$ cat src/rtl/mco_pkg.sv
package mco_pkg;
  typedef enum logic [1:0] {
    MCO_STOP = 2'd0,
    MCO_RUN  = 2'd1,
    MCO_TAIL = 2'd2
  } mco_state_e;
endpackage

$ cat src/rtl/mco_divider.sv
module mco_divider #(
  parameter int DIV_W = 8
) (
  input  logic             clk_i,
  input  logic             rst_ni,
  input  logic             run_i,
  input  logic [DIV_W-1:0] ratio_i,
  output logic             div_o
);
  logic [DIV_W-1:0] hc_q, hi_len, lo_len, cur_len;
  logic             div_q;

  assign hi_len  = ratio_i >> 1;
  assign lo_len  = ratio_i - hi_len;
  assign cur_len = div_q ? hi_len : lo_len;

  always_ff @(posedge clk_i or negedge rst_ni) begin
    if (!rst_ni) begin
      hc_q  <= '0;
      div_q <= 1'b0;
    end else if (!run_i) begin
      hc_q  <= '0;
      div_q <= 1'b0;
    end else if (hc_q >= cur_len - DIV_W'(1)) begin
      hc_q  <= '0;
      div_q <= ~div_q;
    end else begin
      hc_q <= hc_q + DIV_W'(1);
    end
  end

  assign div_o = div_q;


  div_hold_chk: assert property (@(posedge clk_i) disable iff (!rst_ni)
    !run_i |=> (!div_q && hc_q == '0));
endmodule

$ cat src/rtl/mco_src_switch.sv
module mco_src_switch #(
  parameter int SYNC_STAGES = 2
) (
  input  logic clk_i,
  input  logic rst_ni,
  input  logic lf_clk_i,
  input  logic div_i,
  input  logic sleep_sel_i,
  output logic src_o
);
  logic [SYNC_STAGES-1:0] sync_q;
  logic                   lf_s;
  logic                   sel_q;

  always_ff @(posedge clk_i or negedge rst_ni) begin
    if (!rst_ni) sync_q <= '0;
    else         sync_q <= {sync_q[SYNC_STAGES-2:0], lf_clk_i};
  end

  assign lf_s = sync_q[SYNC_STAGES-1];

  // change source only while both candidates are low
  always_ff @(posedge clk_i or negedge rst_ni) begin
    if (!rst_ni)              sel_q <= 1'b0;
    else if (!div_i && !lf_s) sel_q <= sleep_sel_i;
  end

  assign src_o = sel_q ? lf_s : div_i;


  sel_low_chk: assert property (@(posedge clk_i) disable iff (!rst_ni)
    (sel_q != $past(sel_q)) |-> (!$past(div_i) && !$past(lf_s)));
endmodule

$ cat src/rtl/mco_tail_ctrl.sv
module mco_tail_ctrl
  import mco_pkg::*;
#(
  parameter int TAIL_W = 10
) (
  input  logic              clk_i,
  input  logic              rst_ni,
  input  logic              en_i,
  input  logic              src_i,
  input  logic [TAIL_W-1:0] tail_len_i,
  output logic              out_o,
  output logic              run_o,
  output logic              tail_o
);
  mco_state_e        state_q, state_d;
  logic [TAIL_W-1:0] rem_q, rem_d, rem_cur;
  logic              out_q, out_d, rise;

  assign rem_cur = (state_q == MCO_RUN) ? tail_len_i : rem_q;
  assign rise    = src_i & ~out_q;

  always_comb begin
    state_d = state_q;
    rem_d   = rem_q;
    out_d   = src_i;
    if (state_q == MCO_STOP) begin
      out_d = 1'b0;
      if (en_i) state_d = MCO_RUN;
    end else if (en_i) begin
      state_d = MCO_RUN;
    end else begin
      state_d = MCO_TAIL;
      rem_d   = rem_cur;
      if (rise) begin
        if (rem_cur == '0) begin
          out_d   = 1'b0;   // suppress the pulse past the tail
          state_d = MCO_STOP;
        end else begin
          rem_d = rem_cur - TAIL_W'(1);
        end
      end
    end
  end

  always_ff @(posedge clk_i or negedge rst_ni) begin
    if (!rst_ni) begin
      state_q <= MCO_STOP;
      rem_q   <= '0;
      out_q   <= 1'b0;
    end else begin
      state_q <= state_d;
      rem_q   <= rem_d;
      out_q   <= out_d;
    end
  end

  assign out_o  = out_q;
  assign run_o  = (state_q != MCO_STOP);
  assign tail_o = (state_q == MCO_TAIL);


  cancel_tail_chk: assert property (@(posedge clk_i) disable iff (!rst_ni)
    (state_q == MCO_TAIL && en_i) |=> (state_q == MCO_RUN));


  req_drop_low_chk: assert property (@(posedge clk_i) disable iff (!rst_ni)
    $fell(run_o) |-> (!out_q && !$past(out_q)));


  stop_quiet_chk: assert property (@(posedge clk_i) disable iff (!rst_ni)
    (state_q == MCO_STOP) |-> !out_q);
endmodule

$ cat src/rtl/mco_clk_out.sv
module mco_clk_out #(
  parameter int DIV_W       = 8,
  parameter int TAIL_W      = 10,
  parameter int DIV_DEF     = 10,
  parameter int TAIL_DEF    = 128,
  parameter int SYNC_STAGES = 2
) (
  input  logic              clk_i,
  input  logic              rst_ni,
  input  logic              lf_clk_i,
  input  logic              osc_en_i,
  input  logic              sleep_clk_en_i,
  input  logic              cfg_we_i,
  input  logic [DIV_W-1:0]  div_ratio_i,
  input  logic [TAIL_W-1:0] tail_len_i,
  output logic              mcu_clk_o,
  output logic              osc_req_o,
  output logic              tail_active_o
);
  localparam int MIN_DIV = 2;

  logic [DIV_W-1:0]  ratio_q;
  logic [TAIL_W-1:0] tail_q;
  logic              div_clk, src_clk, run;

  always_ff @(posedge clk_i or negedge rst_ni) begin
    if (!rst_ni) begin
      ratio_q <= DIV_W'(DIV_DEF);
      tail_q  <= TAIL_W'(TAIL_DEF);
    end else if (cfg_we_i) begin
      ratio_q <= (div_ratio_i < DIV_W'(MIN_DIV)) ? DIV_W'(MIN_DIV) : div_ratio_i;
      tail_q  <= tail_len_i;
    end
  end

  mco_divider #(.DIV_W(DIV_W)) u_div (
    .clk_i   (clk_i),
    .rst_ni  (rst_ni),
    .run_i   (run),
    .ratio_i (ratio_q),
    .div_o   (div_clk)
  );

  mco_src_switch #(.SYNC_STAGES(SYNC_STAGES)) u_sw (
    .clk_i       (clk_i),
    .rst_ni      (rst_ni),
    .lf_clk_i    (lf_clk_i),
    .div_i       (div_clk),
    .sleep_sel_i (sleep_clk_en_i),
    .src_o       (src_clk)
  );

  mco_tail_ctrl #(.TAIL_W(TAIL_W)) u_tail (
    .clk_i      (clk_i),
    .rst_ni     (rst_ni),
    .en_i       (osc_en_i),
    .src_i      (src_clk),
    .tail_len_i (tail_q),
    .out_o      (mcu_clk_o),
    .run_o      (run),
    .tail_o     (tail_active_o)
  );

  assign osc_req_o = run;


  ratio_floor_chk: assert property (@(posedge clk_i) disable iff (!rst_ni)
    ratio_q >= DIV_W'(MIN_DIV));
endmodule

$ cat config.mk
export PLATFORM = sky130hd
export DESIGN_NAME = mco_clk_out
export DESIGN_NICKNAME = d
export VERILOG_FILES = /design/src/rtl/mco_pkg.sv /design/src/rtl/mco_divider.sv /design/src/rtl/mco_src_switch.sv /design/src/rtl/mco_tail_ctrl.sv /design/src/rtl/mco_clk_out.sv
export SDC_FILE = /design/constraint.sdc
export NUM_CORES = 1
export LEC_CHECK = 0
export BUFFER_PORTS_ARGS = -buffer_cell sky130_fd_sc_hd__buf_2
export CAP_MARGIN = 20
export CORE_MARGIN = 3
export CORE_UTILIZATION = 64
export CTS_CLUSTER_DIAMETER = 100
export DETAILED_ROUTE_END_ITERATION = 10
export PLACE_DENSITY = 0.93
export SETUP_SLACK_MARGIN = 0.1
export SYNTH_ARGS = -nofsm -noshare
export SYNTH_HDL_FRONTEND = slang
export SYNTH_SLANG_ARGS = --single-unit
$ cat constraint.sdc
create_clock -name clk_i -period 5.8 [get_ports clk_i]
set_input_delay 0.29 -clock clk_i [delete_from_list [all_inputs] [get_ports clk_i]]
set_output_delay 0.29 -clock clk_i [all_outputs]
set_load 0.01 [all_outputs]
==> results of run 1 <==
[sequential cells by signal, summed over array words and instances (netlist names)]
name	flops
u_tail.out_o	1
u_div.hc_q	8
ratio_q	8
tail_q	10
u_sw.sel_q	1
u_div.div_o	1
u_tail.state_q	2
u_sw.sync_q	2
u_tail.rem_q	10
[kinds of logic (layout without fill, tap and decap cells)]
logic type,Yosys count,in the layout,synth area share
and+or+nand+nor,103,103,0.190
AOI/OAI and AO/OA,66,66,0.160
DFF,43,43,0.381
buffers and inverters,26,49,0.0376
muxes,24,24,0.0919
adders and majority gates,19,19,0.0866
xor gates and xnor gates,17,17,0.0526
[critical path: cells and delay by family, from the launching register on]
kind / cells / cell delay, ns
flip-flops: 1 / 0.57
buffers and inverters: 1 / 0.08
XOR/XNOR: 1 / 0.21
AO/OA/AOI/OAI: 5 / 0.96
AND/OR/NAND/NOR: 7 / 1.11
adder cells (fa/ha/maj): 2 / 0.72
[metal layers]
metal  global-route usage  share of wire  wire [microns]
met3               0.0429          0.046             253
met1                0.339           0.50            2720
met4               0.0553         0.0095              52
met2                0.347           0.45            2460
met5                    0              0               0
[cell type report]
| type | count | share of cell area |
|---|---|---|
| clock buffers | 7 | 0.0313 |
| clock inverters | 1 | 0.00244 |
| inverters | 15 | 0.0183 |
| multi-input cells | 229 | 0.535 |
| flip-flops and latches | 43 | 0.351 |
| well taps | 50 | 0.0203 |
| repair buffers | 26 | 0.0423 |
[per-stage QoR]
stage          hold slack (ns)  instance area [sq um]  utilization  std cells
2_1_floorplan         -0.00559                   2830            -        298
3_3_place_gp             0.339                   2970        0.718        363
3_5_place_dp             0.339                   2970        0.718        363
4_1_cts                 0.0847                   3080        0.743        371
5_1_grt                 0.0920                   3080        0.743        371
6_report                0.0936                   3080        0.743        371
[power groups by stage]
stage	Clock, uW	Combinational (uW)	Sequential (uW)
floorplan	0	251	385
global placement	0	294	399
detailed placement	0	309	401
CTS	217	311	396
global route	227	354	405
finish	213	310	398
[cell usage in the layout, fill, tap and decap left out, types with 2 or more instances in the layout]
cell type                   n
sky130_fd_sc_hd__mux2i_1   10
sky130_fd_sc_hd__o31ai_1    2
sky130_fd_sc_hd__o21ai_1    5
sky130_fd_sc_hd__buf_2     26
sky130_fd_sc_hd__dfstp_2    3
sky130_fd_sc_hd__nand2_1   21
sky130_fd_sc_hd__nor2_1    33
sky130_fd_sc_hd__ha_1      18
sky130_fd_sc_hd__dfrtp_1   40
sky130_fd_sc_hd__nand3_1   11
sky130_fd_sc_hd__or3_1      2
sky130_fd_sc_hd__and2_1     3
sky130_fd_sc_hd__o31a_1     4
sky130_fd_sc_hd__and3_1     5
sky130_fd_sc_hd__o21a_1     6
sky130_fd_sc_hd__a21boi_0   2
sky130_fd_sc_hd__nor3b_1    2
sky130_fd_sc_hd__mux2_2    12
sky130_fd_sc_hd__a21o_1     2
sky130_fd_sc_hd__nor2b_1    5
sky130_fd_sc_hd__a21oi_1   13
sky130_fd_sc_hd__xor2_1    10
sky130_fd_sc_hd__clkbuf_8   7
sky130_fd_sc_hd__o211ai_1   2
sky130_fd_sc_hd__nor3_1     6
sky130_fd_sc_hd__a211oi_1   3
sky130_fd_sc_hd__o21ai_0   12
sky130_fd_sc_hd__nor4_1     2
sky130_fd_sc_hd__nand2b_1   3
sky130_fd_sc_hd__xnor2_1    7
sky130_fd_sc_hd__a22o_1     3
sky130_fd_sc_hd__inv_1     15
[worst paths after layout]
check / from / endpoint / slack (ns)
worst max-delay path: ratio_q[1]$_DFFE_PN1P_ / u_div.hc_q[2]$_DFF_PN0_ / 2.05
worst min-delay path: lf_clk_i / u_sw.sync_q[0]$_DFF_PN0_ / 0.09
worst max register to register: ratio_q[1]$_DFFE_PN1P_ / u_div.hc_q[2]$_DFF_PN0_ / 2.05
worst min register to register: u_sw.sync_q[0]$_DFF_PN0_ / u_sw.sync_q[1]$_DFF_PN0_ / 0.35
max in group asynchronous: rst_ni / u_div.hc_q[1]$_DFF_PN0_ / 5.08
min in group asynchronous: rst_ni / ratio_q[5]$_DFFE_PN0P_ / 0.13
==> impl_summary.md, run 1 <==
Final layout
The share of final-layout standard cells stronger than drive strength 1 is 0.181. Relative to the synthesized area, the layout overhead comes to 8.71%. The area of combinational cells with multiple inputs is 1650 sq um.

After filler insertion, the fill cell instance count of the layout stands at 308. The final layout contains 363 nets. The number of antenna diodes in the final layout is 0. Registers take roughly 1100 sq um.

Yosys
Of the synthesized area, sequential elements account for 0.381. The count of mapped cells out of synthesis is 298. The post-synthesis net count is 341.

The cell taking the most area after synthesis is sky130_fd_sc_hd__dfrtp_1. Synthesis instantiated 58 different standard cells from the library. The most common cell in the synthesized netlist is sky130_fd_sc_hd__dfrtp_1. After synthesis the netlist holds a flip-flop and latch count of 43.

The most instantiated flip-flop cell in the synthesis netlist is sky130_fd_sc_hd__dfrtp_1. Yosys mapped a number of flops with a built-in enable equal to 0. The Yosys warning count is 0. Dividing the synthesized area by the synthesized cell count gives ~9.5 sq um. Of the post-synthesis cell area, the dominant cell type holds 0.354. The synthesized netlist occupies a cell area of approximately 2800 sq um. Ranked by total cell area, the synthesized netlist is headed by sky130_fd_sc_hd__dfrtp_1 (35%), sky130_fd_sc_hd__ha_1 (8.0%), sky130_fd_sc_hd__mux2_2 (4.8%), sky130_fd_sc_hd__nor2_1 (4.4%), sky130_fd_sc_hd__mux2i_1 (3.5%).

The post-synthesis async set-or-reset flop share is 1.00. Sorting the synthesized cells by how often they occur yields sky130_fd_sc_hd__dfrtp_1 (40), sky130_fd_sc_hd__nor2_1 (33), sky130_fd_sc_hd__nand2_1 (21).

Power
For this design the ratio of total power to cell area is 299 nW/um^2. The share of total power in the clock network is 0.231. Power comes to 921 uW. The switching share of power is 0.348.

The combinational group share of total power is 0.337. Summed over all nets, the switching power comes to 320 uW. The internal power of the cells is 601 uW. The share of total power dissipated in sequential elements is 0.432.

The leakage power is 0.00140 uW. Across the VDD grid, the largest voltage drop is 0.000168 V.

Place
Buffers placed on the I/O ports in this run total 26. Detailed placement ended at an HPWL of about 4000 microns. Before CTS, the worst setup slack after placement is 2.12 ns. The final estimated routing congestion in global placement is roughly 0.90.

Setup path
Along the worst path, the maximum fanout reaches 7. The kind of critical path is flop to flop. The library cell appearing most often on the critical path is sky130_fd_sc_hd__a21oi_1. The number of cell instances on the worst register-to-register path is 16. The critical path goes through inv_1 > fa_1 > nor2b_1 > nor3_1 > a21oi_1 > nand3_1 > nand3b_1 > xnor2_1 > ha_1 > a21oi_1 > nor2b_1 > a41oi_1 > o211ai_1 > a21oi_1 > nand2_1 > nor2_1.

The data required time of the critical path is 6.03 ns. Data on the critical path arrives at its endpoint at 3.98 ns. The worst setup path is captured at a flop. In this design, the stage delay of the slowest critical-path cell is 0.57 ns. The cell with the largest stage delay on the worst path is sky130_fd_sc_hd__dfstp_2. The worst setup path is launched from a flop.

STA
The maximum achievable frequency is 266 MHz. Setup repair after global routing left no endpoint under its margin. The number of max-slew violations in the final report was 0.

In the final timing run, aggregate negative setup slack is 0 ns. The count of endpoints failing setup in the final report is 0. Clock skew on the completed layout was measured at 0.00622 ns. The final critical path time including I/O delays and setup is 3.75 ns. The worst slew margin relative to its limit is 0.373.

Dividing the final minimum period by the clock period gives 0.647. The setup slack after layout is 2.05 ns. The transition time of the tightest slew-check pin is 0.940 ns.

The count of endpoints failing hold in the final timing report is 0.

Global routing
The number of antenna violations at the first check in global routing is 0. The via count of the first global-routing pass was 2103. For this run, the total global-route usage over all layers was measured as 0.228. The pin count of the biggest net entering global routing is 44. The first global-routing pass estimated 9550 microns of wire. The total overflow left after global routing is 0.

Clock network
The number of buffers inserted during clock tree synthesis is 5. Clock latency on the worst-skew pair, taken at its later pin, is 0.30 ns. The post-CTS repair timing setup buffer count is 0. CTS saw 43 sinks. No sink is reached through more buffers than the 2 on the longest clock path. The clock-pin slew reported for the worst setup and hold paths after clock tree synthesis is 0.08 ns. The maximum level of the CTS H-tree is 2. The tree is rooted in a sky130_fd_sc_hd__clkbuf_8. Once the clock tree was built, the resizer swapped 0 gates to a different size. The number of hold buffers added after cts is 0. The clock tree from TritonCTS is done.

Routing
The total number of vias is 2220. After detailed routing, the number of remaining DRC violations is 0. The number of iterations in the first detailed-routing pass is 4. The wire length per cell after detailed routing is 14.8 microns. After the first detailed-routing iteration, the DRC count stood at 172.

Dividing the detail-routed via count by the number of cells gives around 6. The final routed wirelength across all metal layers is 5490 microns. The count of nets left with antenna violations once routing finished came out at 0.

Hold path
Along the worst hold path, the cell count comes to 1. The worst min-delay path category is input port to flop.

Floorplan
The I/O pin total is 27. The area enclosed by the die boundary is between 5000 and 6000 sq um. Measured along the x axis, the die boundary spans just over 70 microns. The die is just over 70 microns tall. The starting utilization of the core area is 0.683. The floorplan step defined a core boundary enclosing roughly 4100 sq um. The floorplan has 23 rows.

Status
The run finished with clean final reports.

Flow run
Max-cap violations in this run came to 0.
No activity file was read; power rests on OpenSTA's default activity.
==> inputs of run 2 (changes only) <==
--- a/config.mk
+++ b/config.mk
@@ -8,10 +8,10 @@
 export BUFFER_PORTS_ARGS = -buffer_cell sky130_fd_sc_hd__buf_2
 export CAP_MARGIN = 20
 export CORE_MARGIN = 3
-export CORE_UTILIZATION = 64
+export CORE_UTILIZATION = 59
 export CTS_CLUSTER_DIAMETER = 100
 export DETAILED_ROUTE_END_ITERATION = 10
-export PLACE_DENSITY = 0.93
+export PLACE_DENSITY = 0.87
 export SETUP_SLACK_MARGIN = 0.1
 export SYNTH_ARGS = -nofsm -noshare
 export SYNTH_HDL_FRONTEND = slang
==> constraint.sdc (replaced) <==
create_clock -name clk_i -period 3.7 [get_ports clk_i]
set_input_delay 0.185 -clock clk_i [delete_from_list [all_inputs] [get_ports clk_i]]
set_output_delay 0.185 -clock clk_i [all_outputs]
set_load 0.01 [all_outputs]
==> impl_summary.md, run 2 (synthesis gave the netlist of run 1 again) <==
STA
The setup slack after layout is 0.176 ns. For the pin with the worst max-slew slack, the measured transition is just over 0.9 ns. The count of endpoints failing setup in the final report is 0.

The final critical path time including I/O delays and setup is 3.52 ns. The count of endpoints failing hold in the final timing report came to 0. The worst slew margin relative to its limit is 0.386. The number of max-slew violations in the final report came to 0. In the finished design, the share of the clock period the worst path needs comes to 0.953. The worst-case clock skew is ~0.0073 ns. The maximum achievable frequency is 284 MHz.

Clock network
TritonCTS built the clock tree. The maximum level of the CTS H-tree is 2. The number of buffers inserted during clock tree synthesis is 5. The cell sitting at the root of the clock tree is a sky130_fd_sc_hd__clkbuf_8. The number of sinks driven by the clock tree is 43. The clock-pin slew reported for the worst setup and hold paths after clock tree synthesis is approximately 0.080 ns.

The clock reaches the later pin of the worst-skew pair after 0.29 ns. The buffer depth of the longest clock path is 2.

Power
The worst voltage drop across the vdd grid is 0.000207 V. The share of total power in the clock network is 0.228. Of the total power, combinational logic draws 0.374. The switching share of power is 0.346. Summed over all cells, the static leakage comes to 0.00145 uW. The switching component of the power is roughly 540 uW. The internal power of the cells is 1030 uW.

The power per cell area is slightly below 500 nW/um^2. The sequential share of power is 0.398.

Global routing
The global routing usage summed across all routing layers is 0.219. The layer with the highest usage is met2. The pin count of the biggest net entering global routing is 44. The via count of the first global-routing pass is approximately 2.2k. In the global route stage, met1 resource usage came out at 0.296. In the global route stage, met3 resource usage came out at 0.0494. For this run, global-route usage on met2 was measured as 0.364. The number of antenna violations at the first check in global routing came to 0. Global routing finished with a remaining overflow of 0. The first global-routing pass estimated 9720 microns of wire.

Setup path
Along the worst path, the maximum fanout reaches 4. The data required time of the critical path is between 3 and 4 ns. In this run the critical register-to-register path is launched from ratio_q[1]$_DFFE_PN1P_. The endpoint type of the worst setup path is a flop. The kind of critical path is flop to flop. The nature of the critical path startpoint is a flop. The endpoint identified for the worst register-to-register timing path is u_div.div_o$_DFFE_PN0P_. The data arrival time of the worst path is 3.69 ns. The number of cell instances on the worst register-to-register path is 15. The setup check on the worst reg-to-reg path leaves a slack of between 0.15 and 0.2 ns.

Floorplan
The total area inside the core boundary comes to 4500 sq um. The I/O pin total is 27. For this configuration, the core starts out at a cell density of 0.629. Measured along the x axis, the die boundary spans roughly 75 microns.

The die is 75.3 microns tall. After floorplanning, the core was divided into 24 placement rows. The area enclosed by the die boundary is 5670 sq um.

Final layout
The most common cell after layout, fill and taps aside is sky130_fd_sc_hd__dfrtp_1. 0 antenna diodes ended up in the layout. The number of nets in the layout is roughly 370.

Summing all flip-flop and latch instances after layout gives 1080 sq um. The post-route cell area is between 3000 and 4000 sq um. The layout has 307 filler cells. Leaving out fill and tap cells, the most frequent cells in the layout are sky130_fd_sc_hd__dfrtp_1 (39), sky130_fd_sc_hd__nor2_1 (30), sky130_fd_sc_hd__buf_2 (26). The area of combinational cells with multiple inputs is roughly 1800 sq um. The share of final-layout standard cells stronger than drive strength 1 is 0.264.

The layout-stage area growth over the synthesis result is 15.3%. In the final layout, the registers with the most flip-flops are tail_q x10, u_tail.rem_q x10.

Flow run
Across the run, the number of max-cap violations was 0.

Status
The run finished with clean final reports.

Place
At the placement stage, the worst setup path has a slack of approximately 0.096 ns. Summing all placed instances gives a cell area of just under 3000 sq um. The congestion estimate from routability-driven global placement came to 0.792. The number of port buffers is 26. After legalization and detailed placement, the total HPWL measured 4110 microns.

Routing
After detailed routing, the number of vias per cell comes to 6.04. Wires add up to 6160 microns. The total number of vias is about 2.3k. The initial detailed-routing violation count is 188. The detail route stage leaves a number of antenna-violating nets equal to 0.

The number of iterations in the first detailed-routing pass is 4. The post-detailed-route DRC marker count is 0. The wire length per cell after detailed routing is 16.2 microns.

Hold path
The worst min-delay path category is input port to asynchronous set/reset pin.
[run 2: cell count changes in the layout (fill, tap and decap cells not counted), sizes merged]
cell	change
buf	+7
bufinv	+1
clkinvlp	-1
dlygate4sd3	+1
[run 2: per-layer routing]
metal / share of wire / vias to the layer above
li1: - / 1117
met1: 0.45 / 1099
met2: 0.49 / 80
met3: 0.053 / 7
met4: 0.011 / 0
met5: 0 / -
[run 2: power groups by stage]
stage / Sequential (uW) / Combinational (uW) / Clock [uW]
after floorplan: 604 / 394 / 0
after global placement: 627 / 466 / 0
after detailed placement: 628 / 486 / 0
after CTS: 621 / 500 / 367
after global routing: 636 / 660 / 392
final: 626 / 587 / 358
[run 2: worst max-delay path, cell delays in order, from the launching register on]
cell and delay [ns]:
sky130_fd_sc_hd__dfstp_2 0.57, sky130_fd_sc_hd__inv_1 0.08, sky130_fd_sc_hd__fa_2 0.57, sky130_fd_sc_hd__nor2_1 0.05, sky130_fd_sc_hd__a21oi_2 0.19, sky130_fd_sc_hd__ha_2 0.23
sky130_fd_sc_hd__and3_4 0.19, sky130_fd_sc_hd__nand3_1 0.11, sky130_fd_sc_hd__xor2_1 0.20, sky130_fd_sc_hd__ha_1 0.34, sky130_fd_sc_hd__nor2b_1 0.14, sky130_fd_sc_hd__a41oi_1 0.15
sky130_fd_sc_hd__o211ai_1 0.12, sky130_fd_sc_hd__a21oi_2 0.24, sky130_fd_sc_hd__xor2_1 0.16, sky130_fd_sc_hd__nor2_1 0.06
[run 2: how the worst max path moves through the flow]
stage | slack, ns | endpoint | from
after global routing | -0.01 | u_div.div_o$_DFFE_PN0P_ | ratio_q[1]$_DFFE_PN1P_
after global placement | 0.24 | u_div.hc_q[2]$_DFF_PN0_ | ratio_q[3]$_DFFE_PN1P_
after detailed placement | 0.1 | u_div.hc_q[4]$_DFF_PN0_ | ratio_q[1]$_DFFE_PN1P_
after CTS | 0.14 | u_div.hc_q[4]$_DFF_PN0_ | ratio_q[1]$_DFFE_PN1P_
after floorplan | 0.42 | u_div.hc_q[2]$_DFF_PN0_ | ratio_q[3]$_DFFE_PN1P_
final | 0.18 | u_div.div_o$_DFFE_PN0P_ | ratio_q[1]$_DFFE_PN1P_
[run 2: cell type report]
cell class,count,area share
clock buffer,7,0.0234
clock inverter,1,0.00920
inverter,15,0.0172
multi-input combinational,229,0.540
sequential,43,0.331
tap,52,0.0199
timing repair buffer,34,0.0590
[run 2: through the flow]
| step | hold WS, ns | util | power (uW) | setup TNS (ns) | std cells |
|---|---|---|---|---|---|
| finish | 0.0269 | 0.725 | 1570 | 0 | 381 |
| global route | 0.0215 | 0.725 | 1690 | -0.0104 | 381 |
| CTS | 0.0331 | 0.692 | 1490 | 0 | 375 |
| detailed placement | 0.294 | 0.663 | 1110 | 0 | 366 |
| global placement | 0.302 | 0.663 | 1090 | 0 | 366 |
| floorplan | -0.111 | - | 998 | 0 | 298 |
[run 2: timing repair]
item / CTS / global route
gates resized for setup: 4 / 22
pin swaps: 0 / 8
setup buffers: 0 / 6
hold buffers: 1 / 0
endpoints found under the hold margin: 1 / 0
endpoints found under the setup margin: 7 / 9
==> inputs of run 3 (changes only) <==
==> constraint.sdc (replaced) <==
create_clock -name clk_i -period 3.3 [get_ports clk_i]
set_input_delay 0.165 -clock clk_i [delete_from_list [all_inputs] [get_ports clk_i]]
set_output_delay 0.165 -clock clk_i [all_outputs]
set_load 0.01 [all_outputs]
==> impl_summary.md, run 3 (synthesis gave the netlist of run 1 again) <==
Floorplan
The starting utilization of the core area is 0.629. The placement row count is 24. The width of the die is 75.3 microns.

Pin placement for this block handled 27 I/O pins. The chip height is 75.3 microns. The floorplan step defined a die boundary enclosing 5670 sq um.

The core region area is around 4500 sq um.

Setup path
Of all nets on the critical path, the largest fanout is 3. The critical register-to-register path endpoint is u_div.div_o$_DFFE_PN0P_. The number of cells on the worst reg-to-reg path is 16. STA classifies the critical path endpoint as a flop. The kind of critical path is flop to flop. The worst-case register-to-register setup slack is -0.24 ns. Tracing the worst setup path back leads to its startpoint at ratio_q[1]$_DFFE_PN1P_. The worst register-to-register path begins at ratio_q[1]$_DFFE_PN1P_. The worst setup path is launched from a flop.

At the worst endpoint, the arrival time is 3.73 ns. For the worst setup path, the data required time is around 3.5 ns.

Place
Once detailed placement completed, the half-perimeter wirelength came to roughly 4200 microns. The count of placed standard cells including taps is 373. At the end of routability-driven placement, the weighted congestion stood at between 0.8 and 0.9. The number of port buffers is 26. Before CTS, the worst setup slack after placement is -0.219 ns.

STA
The maximum achievable frequency is 283 MHz. Hold is met by 0.00137 ns. Across the routed clock network, the largest skew measured is 0.0119 ns. Setup violations remaining at the end of the flow were counted as 9. The count of endpoints failing hold in the final timing report is 0. In the final timing run, aggregate negative setup slack is -1.77 ns. At the pin with the least slew margin, the transition time is approximately 0.95 ns. Setup repair after global routing could not meet its margin everywhere. In this run the tightest slew margin relative to its limit is 0.367. The routed design could run at a clock period as short as between 3 and 4 ns. The number of max-slew violations in the final report is 0. The portion of the clock cycle consumed by the worst path in the final layout is 1.07. Once routing completed, OpenROAD measured the worst setup slack at -0.236 ns.

Clock network
TritonCTS built the clock tree. The later pin in the worst-skew pair is clocked with a latency of 0.31 ns. The clock-pin slew reported for the worst setup and hold paths after clock tree synthesis is 0.09 ns. The buffer depth of the longest clock path is 2.

For this design, the sink count on the clock tree is between 40 and 50. The H-tree was split into 2 levels. The clock root buffer master is sky130_fd_sc_hd__clkbuf_8.

Counting the buffers created by CTS gives 5.

Global routing
The number of antenna violations at the first check in global routing is 0. The via count of the first global-routing pass came to 2391. The global routing usage on met1 is 0.327. The global-route wire length before repair is 10900 microns.

The global-route track usage on met2 is 0.417. Across every metal layer, demand over resource in global routing totals 0.257. The remaining global-route overflow is 0. The met3 track utilization from global routing is 0.0494.

The global routing stage identified its most utilized layer as met2. The pin count of the biggest net entering global routing is 44.

Final layout
In the final design database the tool counted 387 nets. The library cell used most frequently in the layout, excluding fill and tap cells, is sky130_fd_sc_hd__dfrtp_1. The layout-stage area growth over the synthesis result is 21.5%. In the layout the commonest cells are sky130_fd_sc_hd__dfrtp_1 (39), sky130_fd_sc_hd__nor2_1 (31), sky130_fd_sc_hd__buf_2 (26). The diode insertion count for antenna repair is 0.

The number of non-filler instances in the completed layout is 397. Of the cells placed in the final design, the portion with a size suffix greater than 1 is 0.322. The largest registers in the layout are tail_q x10, u_tail.rem_q x10. Fill cells in the final layout number 270.

Hold path
The worst min-delay path category is input port to asynchronous set/reset pin.

Status
The checks that failed: negative setup slack. The flow ran to the end, but the final reports show violations.

Routing
The final layout contains routed wiring with a total length of 7060 microns. For this run, the detailed router's first-pass iteration total came to 4. After detailed routing, the number of vias per cell comes to a little over 6. The initial detailed-routing violation count is 274. For this block, the via count after detailed routing is about 2.4k. In the final routed layout, each cell accounts on average for 17.8 microns.

The post-detailed-route DRC marker count is 0. In this run the remaining antenna-violating nets after routing total 0.

Power
IR analysis of the VDD net gives a maximum drop of about 0.00029 V. The total power is 1810 uW. Dividing total power by cell area gives a power density of 525 nW/um^2. The analysis attributes to cell leakage a power of roughly 0.0015 uW.

Flow run
The number of violations of the max-capacitance limit is 0.
## run 3: cell count changes in the layout (fill, tap and decap cells not counted), sizes merged
cell	previous run	this run
buf	33	49
bufinv	1	0
clkinv	0	1
## run 3: per-layer routing
layer  part of all wire  wire length (microns)
met5                  0                      0
met4              0.030                    209
met3              0.060                    424
met2               0.49                   3460
met1               0.42                   2960
## run 3: how the worst max path moves through the flow
stage                              end  slack (ns)  cells past startpoint
6_report       u_div.div_o$_DFFE_PN0P_       -0.24                     16
5_1_grt        u_div.div_o$_DFFE_PN0P_       -0.44                     16
4_1_cts        u_div.div_o$_DFFE_PN0P_       -0.10                     15
3_5_place_dp   u_div.hc_q[5]$_DFF_PN0_       -0.22                     16
3_3_place_gp   u_div.hc_q[3]$_DFF_PN0_       -0.03                     15
2_1_floorplan  u_div.hc_q[2]$_DFF_PN0_        0.14                     15
## run 3: worst max-delay path, stage by stage (launching register included)
cell                       delay, ns
sky130_fd_sc_hd__dfstp_2        0.57
sky130_fd_sc_hd__buf_12         0.12
sky130_fd_sc_hd__ha_4           0.14
sky130_fd_sc_hd__fa_2           0.22
sky130_fd_sc_hd__nor2b_4        0.06
sky130_fd_sc_hd__o31a_1         0.28
sky130_fd_sc_hd__o21a_1         0.22
sky130_fd_sc_hd__o21a_1         0.20
sky130_fd_sc_hd__o31ai_4        0.20
sky130_fd_sc_hd__xor2_1         0.24
sky130_fd_sc_hd__ha_1           0.28
sky130_fd_sc_hd__nor2b_4        0.13
sky130_fd_sc_hd__a41oi_2        0.16
sky130_fd_sc_hd__o211ai_1       0.13
sky130_fd_sc_hd__a21oi_2        0.22
sky130_fd_sc_hd__xor2_1         0.20
sky130_fd_sc_hd__nor2_1         0.06
## run 3: per-stage QoR
stage          utilization  cell area, sq um
3_3_place_gp         0.676              3050
4_1_cts              0.732              3300
3_5_place_dp         0.676              3050
6_report             0.764              3440
2_1_floorplan            -              2840
5_1_grt              0.764              3440
## run 3: repair_timing
action,4_1_cts,5_1_grt
hold buffers,1,0
endpoints found under the hold margin,1,0
gates resized for setup,23,15
pin swaps,19,12
setup endpoints to repair,9,9
setup buffers,8,7
## run 3: layout make-up
| cell class | instances | area [sq um] | area share |
|---|---|---|---|
| Clock buffer | 7 | 76.3 | 0.0222 |
| Clock inverter | 1 | 5.00 | 0.00146 |
| Inverter | 15 | 56.3 | 0.0164 |
| Multi-Input combinational cell | 229 | 1830 | 0.532 |
| Sequential cell | 43 | 1080 | 0.314 |
| Tap cell | 52 | 65.1 | 0.0189 |
| Timing Repair Buffer | 50 | 325 | 0.0946 |
## run 3: power breakdown
group          total, uW  internal, uW  switching (uW)
Combinational        772           385             388
Sequential           700           608            91.8
Clock                335           149             186
Total               1810          1140             666
